## config.mk

```make
export PLATFORM = sky130hd
export DESIGN_NAME = fp_jump_injector
export DESIGN_NICKNAME = d
export VERILOG_FILES = /design/src/rtl/fpj_pkg.sv /design/src/rtl/fpj_strobe_edge.sv /design/src/rtl/fpj_step_ctr.sv /design/src/rtl/fpj_byte_drive.sv /design/src/rtl/fp_jump_injector.sv
export SDC_FILE = /design/constraint.sdc
export NUM_CORES = 1
export LEC_CHECK = 0
export BUFFER_PORTS_ARGS = -buffer_cell sky130_fd_sc_hd__buf_4
export CORE_MARGIN = 1
export CORE_UTILIZATION = 44
export CTS_CLUSTER_SIZE = 8
export DETAILED_ROUTE_END_ITERATION = 7
export GPL_TIMING_DRIVEN = 0
export MAX_ROUTING_LAYER = met4
export PLACE_DENSITY = 0.81
export SKIP_CTS_REPAIR_TIMING = 1
export SLEW_MARGIN = 40
export SYNTH_ARGS = -nofsm -noshare
export SYNTH_HDL_FRONTEND = slang
export SYNTH_SLANG_ARGS = --single-unit
```

## constraint.sdc

```tcl
create_clock -name clk -period 1.7 [get_ports clk]
set_input_delay 0.425 -clock clk [delete_from_list [all_inputs] [get_ports clk]]
set_output_delay 0.425 -clock clk [all_outputs]
set_load 0.02 [all_outputs]
```

## src/rtl/fpj_pkg.sv

```systemverilog
package fpj_pkg;
  localparam int DEF_DATA_W = 8;
  localparam int DEF_ADDR_W = 16;
  // Bits the injector pulls low to form the jump opcode (0xFF & ~0x3C = 0xC3)
  localparam logic [7:0] DEF_OPC_LOW_MASK = 8'h3C;

  typedef enum logic [1:0] {
    PH_IDLE   = 2'd0,
    PH_OPCODE = 2'd1,
    PH_ADDR   = 2'd2
  } phase_t;
endpackage

```

## src/rtl/fpj_strobe_edge.sv

```systemverilog
module fpj_strobe_edge (
  input  logic clk,
  input  logic rst,
  input  logic rd_i,
  output logic rd_level,
  output logic rd_fall
);
  logic rd_q;

  always_ff @(posedge clk) begin
    if (rst) rd_q <= 1'b0;
    else     rd_q <= rd_i;
  end

  assign rd_level = rd_i;
  assign rd_fall  = rd_q & ~rd_i;
endmodule

```

## src/rtl/fpj_step_ctr.sv

```systemverilog
module fpj_step_ctr
  import fpj_pkg::*;
#(
  parameter int ADDR_BYTES = 2,
  localparam int IDX_W = (ADDR_BYTES > 1) ? $clog2(ADDR_BYTES) : 1
) (
  input  logic             clk,
  input  logic             rst,
  input  logic             start_req,
  input  logic             rd_level,
  input  logic             rd_fall,
  output phase_t           phase,
  output logic [IDX_W-1:0] byte_idx,
  output logic             run_q
);
  localparam logic [IDX_W-1:0] LAST_IDX = IDX_W'(ADDR_BYTES - 1);

  phase_t           phase_n;
  logic [IDX_W-1:0] idx_n;

  always_comb begin
    phase_n = phase;
    idx_n   = byte_idx;
    unique case (phase)
      PH_IDLE: begin
        if (start_req && !rd_level) begin
          phase_n = PH_OPCODE;
          idx_n   = '0;
        end
      end
      PH_OPCODE: begin
        if (rd_fall) begin
          phase_n = PH_ADDR;
          idx_n   = '0;
        end
      end
      PH_ADDR: begin
        if (rd_fall) begin
          if (byte_idx == LAST_IDX) begin
            phase_n = PH_IDLE;
            idx_n   = '0;
          end else begin
            idx_n = byte_idx + 1'b1;
          end
        end
      end
      default: begin
        phase_n = PH_IDLE;
        idx_n   = '0;
      end
    endcase
  end

  always_ff @(posedge clk) begin
    if (rst) begin
      phase    <= PH_IDLE;
      byte_idx <= '0;
      run_q    <= 1'b0;
    end else begin
      phase    <= phase_n;
      byte_idx <= idx_n;
      run_q    <= (phase_n != PH_IDLE);
    end
  end


  ready_rise_chk: assert property (@(posedge clk) disable iff (rst)
    (phase == PH_IDLE && start_req && !rd_level) |=> run_q);


  busy_bus_ignore_chk: assert property (@(posedge clk) disable iff (rst)
    (phase == PH_IDLE && start_req && rd_level) |=> (phase == PH_IDLE && !run_q));


  step_hold_chk: assert property (@(posedge clk) disable iff (rst)
    (phase != PH_IDLE && !rd_fall) |=> ($stable(phase) && $stable(byte_idx)));


  ready_drop_chk: assert property (@(posedge clk) disable iff (rst)
    (phase == PH_ADDR && byte_idx == LAST_IDX && rd_fall) |=> (!run_q && phase == PH_IDLE));
endmodule

```

## src/rtl/fpj_byte_drive.sv

```systemverilog
module fpj_byte_drive
  import fpj_pkg::*;
#(
  parameter int              DATA_W      = 8,
  parameter int              ADDR_W      = 16,
  parameter logic [DATA_W-1:0] OPC_LOW_MASK = DATA_W'(8'h3C),
  localparam int ADDR_BYTES = ADDR_W / DATA_W,
  localparam int IDX_W = (ADDR_BYTES > 1) ? $clog2(ADDR_BYTES) : 1
) (
  input  logic              clk,
  input  logic              rst,
  input  phase_t            phase,
  input  logic [IDX_W-1:0]  byte_idx,
  input  logic              rd_level,
  input  logic [ADDR_W-1:0] sw_i,
  output logic [DATA_W-1:0] data_o,
  output logic              valid_o
);
  localparam logic [DATA_W-1:0] RELEASED = {DATA_W{1'b1}};
  localparam logic [DATA_W-1:0] OPCODE   = RELEASED & ~OPC_LOW_MASK;

  logic [DATA_W-1:0] sw_byte [ADDR_BYTES];
  logic [DATA_W-1:0] addr_byte;
  logic [DATA_W-1:0] pick;
  logic              drive;

  for (genvar g = 0; g < ADDR_BYTES; g++) begin : g_slice
    // An "on" switch pulls its line low; an untouched line stays high
    assign sw_byte[g] = RELEASED & ~sw_i[g*DATA_W +: DATA_W];
  end

  assign addr_byte = sw_byte[byte_idx];
  assign drive     = rd_level && (phase != PH_IDLE);

  always_comb begin
    unique case (phase)
      PH_OPCODE: pick = OPCODE;
      PH_ADDR:   pick = addr_byte;
      default:   pick = RELEASED;
    endcase
  end

  always_ff @(posedge clk) begin
    if (rst) begin
      data_o  <= RELEASED;
      valid_o <= 1'b0;
    end else begin
      data_o  <= drive ? pick : RELEASED;
      valid_o <= drive;
    end
  end


  released_chk: assert property (@(posedge clk) disable iff (rst)
    !valid_o |-> (data_o == RELEASED));


  opcode_chk: assert property (@(posedge clk) disable iff (rst)
    (phase == PH_OPCODE && rd_level) |=> (valid_o && data_o == OPCODE));
endmodule

```

## src/rtl/fp_jump_injector.sv

```systemverilog
module fp_jump_injector
  import fpj_pkg::*;
#(
  parameter int                DATA_W       = DEF_DATA_W,
  parameter int                ADDR_W       = DEF_ADDR_W,
  parameter logic [DATA_W-1:0] OPC_LOW_MASK = DATA_W'(DEF_OPC_LOW_MASK)
) (
  input  logic              clk,
  input  logic              rst,
  input  logic              exam_pulse_i,
  input  logic [ADDR_W-1:0] addr_sw_i,
  input  logic              rd_strobe_i,
  output logic              ready_o,
  output logic              exam_line_o,
  output logic [DATA_W-1:0] inj_data_o,
  output logic              inj_valid_o
);
  localparam int ADDR_BYTES = ADDR_W / DATA_W;
  localparam int IDX_W = (ADDR_BYTES > 1) ? $clog2(ADDR_BYTES) : 1;

  logic             rd_level;
  logic             rd_fall;
  phase_t           phase;
  logic [IDX_W-1:0] byte_idx;
  logic             run_q;

  fpj_strobe_edge u_edge (
    .clk      (clk),
    .rst      (rst),
    .rd_i     (rd_strobe_i),
    .rd_level (rd_level),
    .rd_fall  (rd_fall)
  );

  fpj_step_ctr #(.ADDR_BYTES(ADDR_BYTES)) u_ctr (
    .clk       (clk),
    .rst       (rst),
    .start_req (exam_pulse_i),
    .rd_level  (rd_level),
    .rd_fall   (rd_fall),
    .phase     (phase),
    .byte_idx  (byte_idx),
    .run_q     (run_q)
  );

  fpj_byte_drive #(
    .DATA_W       (DATA_W),
    .ADDR_W       (ADDR_W),
    .OPC_LOW_MASK (OPC_LOW_MASK)
  ) u_drive (
    .clk      (clk),
    .rst      (rst),
    .phase    (phase),
    .byte_idx (byte_idx),
    .rd_level (rd_level),
    .sw_i     (addr_sw_i),
    .data_o   (inj_data_o),
    .valid_o  (inj_valid_o)
  );

  assign ready_o     = run_q;
  assign exam_line_o = run_q;


  valid_needs_ready_chk: assert property (@(posedge clk) disable iff (rst)
    inj_valid_o |-> $past(rd_strobe_i));
endmodule

```

After elaboration in Yosys (flattened, before gate mapping)
Cells that the tools add are included.
- $add $sub $neg: 1
- order comparisons: 1
- equality and inequality tests: 5
- multiplexer cells: 14
- bitwise operators: 6
- reductions and logical operators: 8
- operator list (cell ; number):
    $mux W8 ; 3
    $not A8 Y8 ; 2
    $pmux W8 S2 ; 1
    $mux W2 ; 4
    $pmux W2 S3 ; 1
    $mux W1 ; 4
    $ne A2 B2 Y1 const B ; 2
    $reduce_bool A2 Y1 ; 2
    $pmux W1 S3 ; 1
    $reduce_and A3 Y1 ; 1
    $eq A2 B1 Y1 const B ; 1
    $eq A2 B2 Y1 const B ; 1
    $ge A2 B2 Y1 const B ; 1
    $logic_and A1 B1 Y1 ; 2
    $logic_not A2 Y1 ; 1
    $ne A2 B1 Y1 const B ; 1
    $not A1 Y1 ; 2
    $not A1 Y2 ; 1
    $reduce_or A2 Y1 ; 1
    $add A1 B1 Y1 const B ; 1
    $and A1 B1 Y1 ; 1
    $logic_not A1 Y1 ; 1
- bits in registers: 14
- output and inout bits: 11

Depth between registers and ports, before layout
Gate-level depths: netlist (run 1).
- word-level depth: 5
- depth in mapped cells: 6

Cells and area by module
From an unflattened synthesis (run 1), not the netlist that was laid out.
- cell total of the unflattened synthesis: 62
- area total of the unflattened synthesis: 708.2 µm²
- modules (own cells, without submodules) (module ; instances ; cells an instance ; area each (µm²) ; seq. area each (µm²)):
    fpj_byte_drive ; 1 ; 37 ; 469.2 ; 180.2
    fpj_step_ctr ; 1 ; 20 ; 188.9 ; 80.1
    fpj_strobe_edge ; 1 ; 4 ; 42.5 ; 20.0
    fp_jump_injector ; 1 ; 1 ; 7.5 ; 0.0

Worst setup path after synthesis (run 1)
No wires, ideal clock.
- kind: register -> register
- start: reg u_ctr.phase[0]
- end: reg u_ctr.run_q
- library setup time: 120 ps
- arrival time: 1291 ps
- required time: 1580 ps
- slack: 289 ps
- stages on the path, launching flop included: 7
- path buffers: 0
- period minus slack after synthesis: 1411 ps
- cells stage by stage: dfxtp_1 > inv_1 > ha_1 > nor2_1 > a21oi_1 > o221a_2 > or2_1
- word-level cells in the longest chain between the ends: 4
- elaborated cells between the ends (all ways): 9
- RTL lines (what ; RTL line ; RTL):
    from (decl) ; fpj_step_ctr.sv:12 ; output phase_t phase,
    from (signal assigned) ; fpj_step_ctr.sv:60 ; phase <= phase_n;
    $mux W2 ; fpj_step_ctr.sv:39 ; if (byte_idx == LAST_IDX) begin
    $mux W2 ; fpj_step_ctr.sv:38 ; if (rd_fall) begin
    $pmux W2 S3 (*) ; fpj_step_ctr.sv:24 ; unique case (phase)
    $reduce_bool A2 Y1 (*) ; fpj_step_ctr.sv:62 ; run_q <= (phase_n != PH_IDLE);
    to (signal assigned) ; fpj_step_ctr.sv:62 ;
    to (decl) ; fpj_step_ctr.sv:14 ; output logic run_q
Mark *: on every way between the ends. The rest lies on a longest branch, timed or not.
A chain may end at the register's enable or synchronous reset.

Worst setup path in the final report (run 1)
Ends and elaborated chain as after synthesis.

==> metrics.txt, run 1 <==
Sink Count=14; worst hold slack=0.327 ns; CP endpoint kind=flop; global-route wire length before repair=1.91 mm; PD cells=713 mW/mm²; clk root buf=clkbuf_4; chip height=41.4 µm; DRC=0; ant diodes=0; Syn Nets=93; final setup TNS=0 ns; Sw Share=0.229; final hold vios=0; post-synthesis cell type count=24; relative max-transition margin=0.819; initial DRC count=3; initial antenna violation count=0; VDD IR-drop max=0.000411 V; dpl hpwl=1.05 mm; WS Path Type=reg -> reg; CP required=1.88 ns; DR WL/cell=11.7 µm; DRT Wirelength=1.37 mm; GRT Overall Usage=0.184; GPL Wtd Cong=0.837; Leak=0.422 nW; #FFs+latches synth=14; DP Cell Count=113; Post-Synthesis Cells=68; CTS Buf Count=3; DIE AREA=0.00171 mm²; status=completed; I/O pins=31; CTS tree=built; worst-skew pair later-pin latency=0.28 ns; drt first pass iters=2; period utilization=0.911; Post-Syn Area=682 µm²; Psw=0.157 mW; layout cells sized above 1=0.412; P&R area growth vs syn=41.1%; largest net degree at the start of global routing=11; vias in the first global route=462; clock power share=0.348; dpl ws=0.151 ns; H-tree depth=1; Worst-path clk slew=0.09 ns; Least-Margin Pin Slew=0.271 ns; remaining global-route overflow=0; post-synthesis sequential area ratio=0.411; Avg Cell Area, Syn=10.0 µm²; Final Critical Period=1.55 ns; Max Clock Freq=646 MHz; Max Cap Viol=0; Max Buffers Root-to-Sink=2; HP Class=in -> reg; Core Region=0.00137 mm²; combinational share of power=0.156; IO Port Bufs=30; nets@finish=128; fin. max-slew vios=0; via count=572; post-route worst setup slack=0.151 ns; YS warnings=0; Post-Layout Cell Count=117; Layout Skew=0.00437 ns; unrepaired setup endpoints after global routing=false; Core Rows=13; Seq pwr share=0.496; Initial Util=0.499; largest fanout on the critical path=7; vias per cell=4.89; Arrival @ worst endpoint=1.73 ns; CP Launch Type=flop; Setup violations, final=0; die span in x=41.4 µm; Pint=0.529 mW; antenna-violating nets left=0
==> state kept, by name, indices dropped and copies added (netlist names) <==
name and count:
u_drive.data_o 8, u_ctr.phase 2, u_ctr.byte_idx 1, u_ctr.run_q 1
u_drive.valid_o 1, u_edge.rd_q 1
==> final cells by class <==
cell class | count | area [µm²]
buffer | 2 | 12.5
multi-input combinational | 49 | 378
sequential | 14 | 280
inverter | 3 | 11.3
clock buffer | 4 | 36.3
fill | 125 | 404
tap | 15 | 18.8
timing repair buffer | 30 | 225
==> worst max-delay path: stages, from the launching register on <==
cell,delay [ns]
dfxtp_1,0.38
inv_1,0.10
ha_1,0.29
nor2_1,0.15
a21oi_1,0.06
o221a_2,0.28
or2_1,0.20
==> metrics by stage <==
| stage | power, mW | utilization | area (µm²) |
|---|---|---|---|
| 6_report | 0.686 | 0.704 | 962 |
| 5_1_grt | 0.722 | 0.704 | 962 |
| 4_1_cts | 0.696 | 0.704 | 962 |
| 3_5_place_dp | 0.456 | 0.678 | 926 |
| 3_3_place_gp | 0.454 | 0.678 | 926 |
| 2_1_floorplan | 0.403 | - | 682 |
==> worst paths after layout <==
kind | startpoint | endpoint | slack (ns) | depth (start not counted)
worst min-delay path | rst | u_ctr.byte_idx | 0.33 | 2
worst max-delay path | u_ctr.phase[0] | u_ctr.run_q | 0.15 | 6
worst max register to register | u_ctr.phase[0] | u_ctr.run_q | 0.15 | 6
worst min register to register | u_ctr.phase[1] | u_ctr.phase[1] | 0.61 | 2
==> cell usage in the layout (no fill, tap or decap), types with 2 or more instances in the layout <==
| cell type | instances |
|---|---|
| a21o_1 | 4 |
| inv_1 | 3 |
| mux2i_1 | 8 |
| nor2b_1 | 2 |
| and2_1 | 2 |
| dfxtp_1 | 14 |
| nand2_1 | 9 |
| clkbuf_4 | 3 |
| nand2b_1 | 2 |
| a21oi_1 | 3 |
| buf_4 | 31 |
| nor2_1 | 3 |
| ha_1 | 5 |
==> synthesized netlist by cell type (all sizes together) <==
master	instances	area [µm²]
a22o	1	10.0
a211oi	1	7.51
nor4	1	12.5
and2b	1	7.51
nand2	9	33.8
and2	2	12.5
buf	2	12.5
a221oi	1	15.0
ha	5	62.6
mux2i	8	80.1
inv	3	11.3
nand3b	2	18.8
o221a	1	11.3
nor2	3	11.3
a21oi	3	15.0
a21o	4	30.0
nor2b	2	12.5
o21ai	1	5.00
nand2b	3	26.3
dfxtp	14	280
or2	1	6.26
==> power groups by stage <==
stage / clock [mW] / combinational [mW] / sequential, mW
floorplan: 0 / 0.0496 / 0.353
global placement: 0 / 0.106 / 0.348
detailed placement: 0 / 0.107 / 0.349
CTS: 0.247 / 0.108 / 0.341
global route: 0.263 / 0.116 / 0.342
finish: 0.239 / 0.107 / 0.341
==> routing by layer <==
layer	GRT usage	up-vias	wire length [µm]
li1	-	300	-
met1	0.216	255	633
met2	0.277	17	645
met3	0.0798	0	90
met4	0.0726	0	0
met5	-	-	0
==> logic make-up after synthesis <==
logic type | count (synthesis) | synth area share
AND/OR/NAND/NOR | 24 | 0.207
flip-flops | 14 | 0.411
AO/OA/AOI/OAI | 12 | 0.138
multiplexers | 8 | 0.117
buffers and inverters | 5 | 0.0349
adder cells (fa/ha/maj) | 5 | 0.0917
Note: power is estimated with default switching activity, not from simulation.
==> run 2: changes to the inputs <==
--- a/config.mk
+++ b/config.mk
@@ -7,12 +7,12 @@
 export LEC_CHECK = 0
 export BUFFER_PORTS_ARGS = -buffer_cell sky130_fd_sc_hd__buf_4
 export CORE_MARGIN = 1
-export CORE_UTILIZATION = 44
+export CORE_UTILIZATION = 40
 export CTS_CLUSTER_SIZE = 8
 export DETAILED_ROUTE_END_ITERATION = 7
 export GPL_TIMING_DRIVEN = 0
 export MAX_ROUTING_LAYER = met4
-export PLACE_DENSITY = 0.81
+export PLACE_DENSITY = 0.78
 export SKIP_CTS_REPAIR_TIMING = 1
 export SLEW_MARGIN = 40
 export SYNTH_ARGS = -nofsm -noshare
==> constraint.sdc (replaced) <==
create_clock -name clk -period 1.3 [get_ports clk]
set_input_delay 0.325 -clock clk [delete_from_list [all_inputs] [get_ports clk]]
set_output_delay 0.325 -clock clk [all_outputs]
set_load 0.02 [all_outputs]
==> run 2 against run 1 <==
Compared with the run above: the flow now finishes with violations (setup timing); power increased by 27%; clock skew grew 0.0014 ns; non-clock buffer count is 2 higher; critical path depth stayed put; critical path type unchanged; critical endpoint unchanged.
==> metrics.txt, run 2 (synthesized netlist as in run 1, its figures left out) <==
Endpoint, Worst Hold=u_ctr.byte_idx; chip height=43.3 µm; R2R Setup Slk=-0.06 ns; Arrival @ worst endpoint=1.54 ns; CTS Buf Count=3; fin. max-slew vios=0; combinational share of power=0.186; Final Critical Period=1.36 ns; Biggest register=u_drive.data_o; clock power share=0.300; Filler cells=128; Worst-path clk slew=0.09 ns; clk root buf=clkbuf_4; HP Class=in -> reg; CTS tree=built; worst hold slack=0.222 ns; CP endpoint kind=flop; initial DRC count=8; DIE AREA=0.00187 mm²; Leak=0.437 nW; Initial Util=0.442; largest fanout on the critical path=4; initial antenna violation count=0; largest net degree at the start of global routing=11; status=finished with violations; Pint=0.645 mW; final setup TNS=-0.0569 ns; P&R area growth vs syn=51.2%; post-route worst setup slack=-0.0569 ns; number of flip-flops in the largest register=8; vias in the first global route=565; Sw Share=0.258; vias per cell=4.95; PD cells=843 mW/mm²; remaining global-route overflow=0; DRT Wirelength=1.57 mm; Psw=0.224 mW; final hold vios=0; GRT Overall Usage=0.175; failing checks=setup timing; worst-skew pair later-pin latency=0.29 ns; Multi-input gate area=428 µm²; hold_sp=rst; global-route wire length before repair=2.36 mm; dpl hpwl=1.17 mm; crit path from=u_ctr.phase[0]; H-tree depth=1; CP Launch Type=flop; Layout Skew=0.00573 ns; most common cell after layout, fill and taps aside=buf_4; VDD IR-drop max=0.000540 V; DRC=0; Sink Count=14; Setup violations, final=1; FF+latch area=288 µm²; Core Rows=14; WS Path Type=reg -> reg; Largest regs=u_drive.data_o (8), u_ctr.phase (2); commonest cells after routing, fill and taps aside=buf_4, dfxtp_1, nand2_1; I/O pins=31; DR WL/cell=13.1 µm; period utilization=1.04; Seq pwr share=0.515; Least-Margin Pin Slew=0.271 ns; unrepaired setup endpoints after global routing=true; ant diodes=0; CP required=1.49 ns; drt first pass iters=3; Hold Path Cell Cnt=2; nets@finish=130; Core Region=0.00154 mm²; layout cells sized above 1=0.510; final core utilization=0.669; via count=594; antenna-violating nets left=0; Crit Reg-Reg Startpoint=u_ctr.phase[0]; IO Port Bufs=30; die span in x=43.3 µm; relative max-transition margin=0.819; R2R depth=6; Max Clock Freq=737 MHz; Max Buffers Root-to-Sink=2; GPL Wtd Cong=0.849; Max Cap Viol=0; R2R Path End=u_ctr.run_q
[run 2: stage by stage]
step | power (mW) | cells | instance area [µm²] | setup WS [ns]
after floorplan | 0.533 | 68 | 722 | 0.00694
after global placement | 0.601 | 114 | 967 | -0.0700
after detailed placement | 0.605 | 114 | 967 | -0.0607
after CTS | 0.854 | 118 | 993 | -0.0750
after global routing | 0.906 | 120 | 1030 | -0.0971
final | 0.869 | 120 | 1030 | -0.0569
[run 2: layout make-up]
type,count,share of cell area
Buffer,2,0.0121
Clock buffer,3,0.0218
Clock inverter,1,0.00364
Inverter,3,0.0158
Multi-Input combinational cell,49,0.415
Sequential cell,14,0.279
Tap cell,16,0.0194
Timing Repair Buffer,32,0.233
[run 2: power by group through the flow]
stage | combinational [mW] | sequential [mW] | clock, mW
floorplan | 0.0712 | 0.462 | 0
global placement | 0.146 | 0.455 | 0
detailed placement | 0.149 | 0.456 | 0
CTS | 0.150 | 0.446 | 0.257
global route | 0.171 | 0.449 | 0.286
finish | 0.162 | 0.447 | 0.260
[run 2: worst max path at each step]
| stage | slack (ns) | to |
|---|---|---|
| finish | -0.06 | u_ctr.run_q |
| global route | -0.1 | u_ctr.run_q |
| CTS | -0.07 | u_ctr.run_q |
| detailed placement | -0.06 | u_ctr.run_q |
| global placement | -0.07 | u_ctr.run_q |
| floorplan | 0.007 | u_ctr.run_q |
[run 2: layer usage]
metal  up-vias  GRT usage  wire, µm  share of wire
met1       267      0.182       670           0.43
met5         -          -         0              0
met2        19      0.307       797           0.51
met4         0     0.0909        31          0.020
li1        304          -         -              -
met3         4     0.0340        72          0.046
[run 2: critical path, stage by stage (launching register included)]
cell	delay [ns]
dfxtp_4	0.40
inv_4	0.06
ha_4	0.17
nor2_4	0.11
a21oi_1	0.05
o221a_2	0.28
or2_1	0.20
